<file path="src/rtl/sarConvSeqPkg.sv">
package sarConvSeqPkg;
  localparam int SAR_BITS = 16;
  localparam int IDX_W    = $clog2(SAR_BITS);
  localparam int LIM_W    = $clog2(SAR_BITS + 1);

  typedef struct packed {
    logic             init;
    logic             trial;
    logic [IDX_W-1:0] trialIdx;
    logic             decide;
    logic [IDX_W-1:0] decIdx;
  } seqStrobe_t;
endpackage

</file>
<file path="src/rtl/sarSeqCtrl.sv">
module sarSeqCtrl
  import sarConvSeqPkg::*;
(
  input  logic             clk,
  input  logic             rstN,
  input  logic             startReq,
  input  logic [LIM_W-1:0] bitLimit,
  output seqStrobe_t       strobe,
  output logic             busy,
  output logic             bitClk,
  output logic             holdOut
);
  typedef enum logic [1:0] {S_IDLE, S_ARMED, S_RUN} seqState_t;

  seqState_t        state;
  logic             startPrev;
  logic             lastStep;
  logic [LIM_W-1:0] stepCnt;
  logic [LIM_W-1:0] limitReg;
  logic [LIM_W-1:0] effLimit;
  logic             riseEv;
  logic             fallEv;
  logic             stepNow;
  logic             finalDec;

  assign riseEv   = startReq & ~startPrev;
  assign fallEv   = ~startReq & startPrev;
  assign effLimit = (bitLimit == '0 || bitLimit > LIM_W'(SAR_BITS))
                    ? LIM_W'(SAR_BITS) : bitLimit;
  assign stepNow  = (state == S_RUN) && !bitClk;
  assign finalDec = (stepCnt != '0) && (stepCnt == limitReg);

  // Strobes for the datapath: one step per rising edge of the bit clock
  always_comb begin
    strobe      = '0;
    strobe.init = (state == S_ARMED) && fallEv;
    if (stepNow) begin
      if (stepCnt == '0) begin
        strobe.trial    = 1'b1;
        strobe.trialIdx = IDX_W'(SAR_BITS - 1);
      end else begin
        strobe.decide = 1'b1;
        strobe.decIdx = IDX_W'(SAR_BITS - int'(stepCnt));
        if (!finalDec) begin
          strobe.trial    = 1'b1;
          strobe.trialIdx = IDX_W'(SAR_BITS - 1 - int'(stepCnt));
        end
      end
    end
  end

  always_ff @(posedge clk) begin
    if (!rstN) begin
      state     <= S_IDLE;
      startPrev <= 1'b0;
      lastStep  <= 1'b0;
      stepCnt   <= '0;
      limitReg  <= LIM_W'(SAR_BITS);
      busy      <= 1'b0;
      bitClk    <= 1'b0;
      holdOut   <= 1'b0;
    end else begin
      startPrev <= startReq;
      unique case (state)
        S_IDLE: begin
          if (riseEv) begin
            state   <= S_ARMED;
            busy    <= 1'b1;
            holdOut <= 1'b1;
          end
        end
        S_ARMED: begin
          if (fallEv) begin
            state    <= S_RUN;
            bitClk   <= 1'b0;
            stepCnt  <= '0;
            lastStep <= 1'b0;
            limitReg <= effLimit;
          end
        end
        S_RUN: begin
          if (bitClk) begin
            bitClk <= 1'b0;
            if (lastStep) begin
              state   <= S_IDLE;
              busy    <= 1'b0;
              holdOut <= 1'b0;
            end
          end else begin
            bitClk  <= 1'b1;
            stepCnt <= stepCnt + 1'b1;
            if (finalDec) lastStep <= 1'b1;
          end
        end
        default: state <= S_IDLE;
      endcase
    end
  end
endmodule

</file>
<file path="src/rtl/sarSeqData.sv">
module sarSeqData
  import sarConvSeqPkg::*;
(
  input  logic                clk,
  input  logic                rstN,
  input  seqStrobe_t          strobe,
  input  logic                cmpIn,
  input  logic                invertMsb,
  output logic [SAR_BITS-1:0] dacCode,
  output logic [SAR_BITS-1:0] dataOut
);
  logic [SAR_BITS-1:0] resReg;

  for (genvar i = 0; i < SAR_BITS; i++) begin : g_bit
    always_ff @(posedge clk) begin
      if (!rstN)                                          resReg[i] <= 1'b1;
      else if (strobe.init)                               resReg[i] <= 1'b1;
      else if (strobe.trial  && strobe.trialIdx == IDX_W'(i)) resReg[i] <= 1'b0;
      else if (strobe.decide && strobe.decIdx   == IDX_W'(i)) resReg[i] <= ~cmpIn;
    end
  end

  assign dacCode = resReg;
  assign dataOut = {resReg[SAR_BITS-1] ^ invertMsb, resReg[SAR_BITS-2:0]};
endmodule

</file>
<file path="src/rtl/sarConvSeq.sv">
module sarConvSeq
  import sarConvSeqPkg::*;
(
  input  logic                clk,
  input  logic                rstN,
  input  logic                startReq,
  input  logic [LIM_W-1:0]    bitLimit,
  input  logic                invertMsb,
  input  logic                cmpIn,
  output logic [SAR_BITS-1:0] dacCode,
  output logic [SAR_BITS-1:0] dataOut,
  output logic                busy,
  output logic                bitClkOut,
  output logic                holdOut
);
  seqStrobe_t strobe;

  sarSeqCtrl u_ctrl (
    .clk      (clk),
    .rstN     (rstN),
    .startReq (startReq),
    .bitLimit (bitLimit),
    .strobe   (strobe),
    .busy     (busy),
    .bitClk   (bitClkOut),
    .holdOut  (holdOut)
  );

  sarSeqData u_data (
    .clk       (clk),
    .rstN      (rstN),
    .strobe    (strobe),
    .cmpIn     (cmpIn),
    .invertMsb (invertMsb),
    .dacCode   (dacCode),
    .dataOut   (dataOut)
  );
endmodule

</file>
<file path="config.mk">
export PLATFORM = sky130hd
export DESIGN_NAME = sarConvSeq
export DESIGN_NICKNAME = d
export VERILOG_FILES = /design/src/rtl/sarConvSeqPkg.sv /design/src/rtl/sarSeqCtrl.sv /design/src/rtl/sarSeqData.sv /design/src/rtl/sarConvSeq.sv
export SDC_FILE = /design/constraint.sdc
export NUM_CORES = 1
export LEC_CHECK = 0
export BUFFER_PORTS_ARGS = -buffer_cell sky130_fd_sc_hd__buf_2
export CAP_MARGIN = 20
export CORE_UTILIZATION = 40
export CTS_CLUSTER_DIAMETER = 60
export DETAILED_ROUTE_END_ITERATION = 16
export HOLD_SLACK_MARGIN = 0.1
export PLACE_DENSITY = 0.74
export SYNTH_ARGS = -nofsm -noshare
export SYNTH_HDL_FRONTEND = slang
export SYNTH_SLANG_ARGS = --single-unit
</file>
<file path="constraint.sdc">
create_clock -name clk -period 2.6 [get_ports clk]
set_input_delay 0.13 -clock clk [delete_from_list [all_inputs] [get_ports clk]]
set_output_delay 0.13 -clock clk [all_outputs]
set_load 0.03 [all_outputs]
</file>
After elaboration in Yosys (flattened, before gate mapping)
Index checks and enable logic that the tools add are counted.

Bits in registers: 32. Output and inout bits: 35. Logic and storage cells: 196.

$add $sub $neg: 3. $lt $le $gt $ge: 1. Eq/ne operators: 39. Multiplexer cells: 55. Bitwise gates (word level): 7. Reduce and logical (&&, ||, !) cells: 68.

Operators by type and width (number): equality test 4 bit, second input constant (16); two-way mux 1 bit (39); nonzero test 2 bit (18); logical AND 1 bit (35); equality test 4 x 3 -> 1 bit, second input constant (8); two-way mux 5 bit (6); equality test 4 x 2 -> 1 bit, second input constant (4); AND reduction 4 bit (3); logical NOT 5 bit (2); two-way mux 10 bit (1); != test 2 x 1 -> 1 bit, second input constant (5); one-hot mux 5 bit (2 select lines) (1); equality test 4 x 1 -> 1 bit, second input constant (2); logical NOT 4 bit (2); two-way mux 2 bit (4); one-hot mux 1 bit (2 select lines) (3); one-hot mux 2 bit (3 select lines) (1); adder 5 x 1 -> 5 bit, second input constant (1); equality test 5 bit (1); > comparator 5 bit, second input constant (1); nonzero test 5 bit (1); NOT 1 bit (4); AND reduction 2 bit (2); subtractor 1 x 4 -> 4 bit, first input constant (1); 11 further kinds (12).

Depth between registers and ports, before layout
Depth after elaboration: 9. Gate-level depth with buffers: 9.

Cells and area by module
A second synthesis with hierarchy kept.

Cell total of the unflattened synthesis: 213. Area total of the unflattened synthesis: 1870.5 um^2.

By module, submodules not included: sarSeqCtrl (instances 1, cells an instance 106, area each 972.2 um^2); sarSeqData (instances 1, cells an instance 107, area each 898.4 um^2).

Least setup slack after synthesis
Ideal clock, no wire load.

Path type: flip-flop to flip-flop. From: reg u_ctrl.stepCnt[0]. To: reg u_data.resReg[0], in the netlist u_data.dacCode[0]. Library setup time: 0.074 ns. Arrival: 2.105 ns. Slack: 0.421 ns. Stages on the path, launching flop included: 8. Cells stage by stage: dfxtp_1 > buf_4 > inv_2 > ha_1 > or4_4 > nor3_1 > mux2_1 > a31oi_1.

Word-level cells in the longest chain between the ends: 8. Elaborated cells on any way between the ends: 16. Those cells by class: add/sub: 2; eq/ne: 1; mux: 5; reduce/logical: 8.

RTL lines: start: declaration (line sarSeqCtrl.sv:18) `logic [LIM_W-1:0] stepCnt;`; start signal: assignment (line sarSeqCtrl.sv:91) `stepCnt <= stepCnt + 1'b1;`; branches (longest 4 deep; another with subtractor 4 bit); two-way mux 10 bit * (line sarSeqCtrl.sv:37) `if (stepNow) begin`; logical NOT 4 bit (line sarSeqData.sv:18) `else if (strobe.trial && strobe.trialIdx == IDX_W'(i)) resReg[i] <= 1'b0;`; logical AND 1 bit (line sarSeqData.sv:18); two-way mux 1 bit / nonzero test 2 bit (equally long branches); end signal: indexed assignment (line sarSeqData.sv:19) `else if (strobe.decide && strobe.decIdx == IDX_W'(i)) resReg[i] <= ~cmpIn;`; end: declaration (line sarSeqData.sv:12) `logic [SAR_BITS-1:0] resReg;`.

Every way passes the cells marked *. A chain may end at the register's enable or synchronous reset.

Worst setup path in the final report
From: reg u_ctrl.stepCnt[1]. To: reg u_data.resReg[12], in the netlist u_data.dacCode[12].

Word-level cells in the longest chain between the ends: 8. Elaborated cells on any way between the ends: 16. Those cells by class: add/sub: 2; eq/ne: 3; mux: 5; reduce/logical: 6.

RTL lines (line): branches (longest 4 deep; another with subtractor 4 bit); two-way mux 10 bit * (sarSeqCtrl.sv:37); equality test 4 bit (sarSeqData.sv:18); logical AND 1 bit (sarSeqData.sv:18); two-way mux 1 bit / nonzero test 2 bit (equally long branches).

Marked as above.

==> metrics.txt <==
run status complete, no violations; CTS tree done; Iteration-0 DRC Markers 129; Psw 0.291 mW; initial antenna violation count 0; relative slew slack a little over half; number of buffers created by CTS 5; Yosys top cell area share between 30% and 40%; Cell Area, Placed ~0.0021 sq mm; RSZ-0062 raised after global routing false; Final Cycle Share 91.4%; hpwl dp 3410 um; vias in the first global route 1646; Residual DRC 0; Synth area leader dfxtp_1; core area 0.00475 sq mm; Peak Freq 421 MHz; FF/Latch Area 641 sq um; EDFF count, synth 0; area grow syn2layout 12.5%; largest cells by area after synthesis dfxtp_1 32%, a211oi_1 8.0%, buf_4 6.5%; Total Wirelength 4630 um; via count about 1800; ys flop type dfxtp_1; Seq/Total Area, Yosys between 30 and 40%; worst path arrival time 2600 ps; Logic pwr share about 13%; cell area after layout roughly 0.0022 sq mm; # H-tree levels 2; Worst-Skew Late Latency roughly 290 ps; first-pass GRT wire length approximately 7700 um; Die W 72.3 um; clock power share approximately two fifths; FP Rows 25; CTS sink cnt 32; setup TNS 0 ps; PD cells 471 mW/mm^2; Avg Inst Size Synth around 8.5 sq um; sequential share of power 48.4%; area of the die 0.00523 sq mm; final hold violation count 0; Mapped Cells 233; synthesized cell area 0.00198 sq mm; antenna-violating nets left 0; global route overflow 0; Final Critical Period 2380 ps; post-CTS sizing 0; worst slew pin tran 697 ps; max-cap violations 0; maximum vdd ir drop 0.000399 V; Post-synth top cells 32 x dfxtp_1, 23 x nor2_1, 21 x a211oi_1, 18 x nand2_1, 17 x buf_4; Yosys reg bits 32; Post-layout nets 277; Crit. End Element register; WS Path Type register to register; Max FO, Critical Path 9; Async SR Flop Fraction 0%; Clock Root Buffer clkbuf_8; final RePlAce weighted congestion 0.890; # diodes 0; die height 72.3 um; yosys warns 0; Starting Density 41.6%; fraction of layout cells with a size suffix above 1 26.0%; worst min path class input pin to register; post-DR wirelength/cell 14.1 um; Static Leak 0.852 nW; Top-Level Pins 45; number of buffers added on ports 44; fin. max-slew vios 0; Clock Skews 9.04 ps; Max clock buf depth 2; Worst Setup Start Kind register; Worst Hold Depth 2; switching part of the total 27.8%; Synth cell types 49; Layout fillers between 400 and 500; WP data required 2820 ps; DR vias/cell between 5 and 6; Total Routing Usage GR 18.9%; post-synth net total 249; clk slew on worst S/H paths 70 ps; pin count of the biggest net entering global routing 16; area of the multi-input gates 0.00113 sq mm; final setup vio count 0; DRT Pass-1 Iters 4; Internal 0.757 mW; FF-to-FF path depth 6; top-count cell post-synth dfxtp_1
per-stage QoR:
step / setup slack [ps] / std cells / util, % / power, mW / hold WS (ps)
floorplan: 421 / 233 / - / 0.619 / 252
global placement: 346 / 320 / 44.6 / 0.647 / 374
detailed placement: 270 / 320 / 44.6 / 0.651 / 386
CTS: 243 / 329 / 46.8 / 1.05 / 118
global route: 67.4 / 329 / 46.8 / 1.09 / 134
finish: 225 / 329 / 46.8 / 1.05 / 125
critical path: stages (launching register included):
cell and delay, ps:
dfxtp_1 530, inv_1 150, ha_1 400, or4_4 570
nor3_1 180, mux2_1 330, a31oi_1 140
cell families after synthesis:
logic type | share of synthesized area [%]
and+or+nand+nor | 27.0
xor gates and xnor gates | 5.25
buffers and inverters | 10.6
adders and majority gates | 3.80
muxes | 2.78
AOI/OAI and AO/OA | 18.2
DFF | 32.4
power by group through the flow:
stage | logic, mW | registers, mW | clock network, mW
finish | 0.135 | 0.507 | 0.405
global route | 0.151 | 0.508 | 0.432
CTS | 0.135 | 0.507 | 0.409
detailed placement | 0.132 | 0.518 | 0
global placement | 0.129 | 0.518 | 0
floorplan | 0.0948 | 0.524 | 0
area by class of cell:
type / count / area share (%)
well taps: 67 / 3.77
inverters: 7 / 1.18
repair buffers: 48 / 11.4
clock inverters: 2 / 0.450
flip-flops and latches: 32 / 28.8
multi-input cells: 167 / 50.7
clock buffers: 6 / 3.71
cells in the final DEF, fill, tap and decap left out, drive strengths merged, types with 3 or more instances in the layout:
cell type	count
a211oi	21
o21ai	3
nand3	4
mux2	4
nand2	18
and2	7
a31oi	5
xor2	9
a21oi	8
nor3	17
nand2b	4
nor3b	5
clkbuf	6
a22oi	4
dfxtp	32
nor2	23
inv	7
and3	5
ha	6
buf	47
timing repair:
item | in CTS | in global routing
hold endpoints to repair | 1 | 0
setup buffers | 0 | 0
setup endpoints to repair | 0 | 0
hold buffers | 1 | 0
path summary, 6_finish.rpt:
| path | from | to | slack (ps) |
|---|---|---|---|
| hold / removal | rstN | u_ctrl.limitReg[4]$_SDFFE_PN1P_ | 120 |
| setup reg to reg | u_ctrl.stepCnt[1]$_SDFFE_PN0P_ | u_data.dacCode[12]$_SDFFE_PP1P_ | 220 |
| hold reg to reg | u_ctrl.limitReg[4]$_SDFFE_PN1P_ | u_ctrl.limitReg[4]$_SDFFE_PN1P_ | 520 |
| setup / recovery | u_ctrl.stepCnt[1]$_SDFFE_PN0P_ | u_data.dacCode[12]$_SDFFE_PP1P_ | 220 |
routing by layer:
layer	part of all wire, %	up-vias	track usage (%)
met1	45	817	23.6
met5	0	-	0
met2	47	71	30.6
met4	1.8	0	9.37
met3	6.3	9	4.17
li1	-	878	-
sequential cells by signal, summed over array words and instances, names as in the netlist:
signal,flops
u_ctrl.bitClk,1
u_ctrl.lastStep,1
u_ctrl.busy,1
u_ctrl.state,2
u_data.dacCode,16
u_ctrl.startPrev,1
u_ctrl.stepCnt,5
u_ctrl.limitReg,5
(Power assumes the default switching activity.)
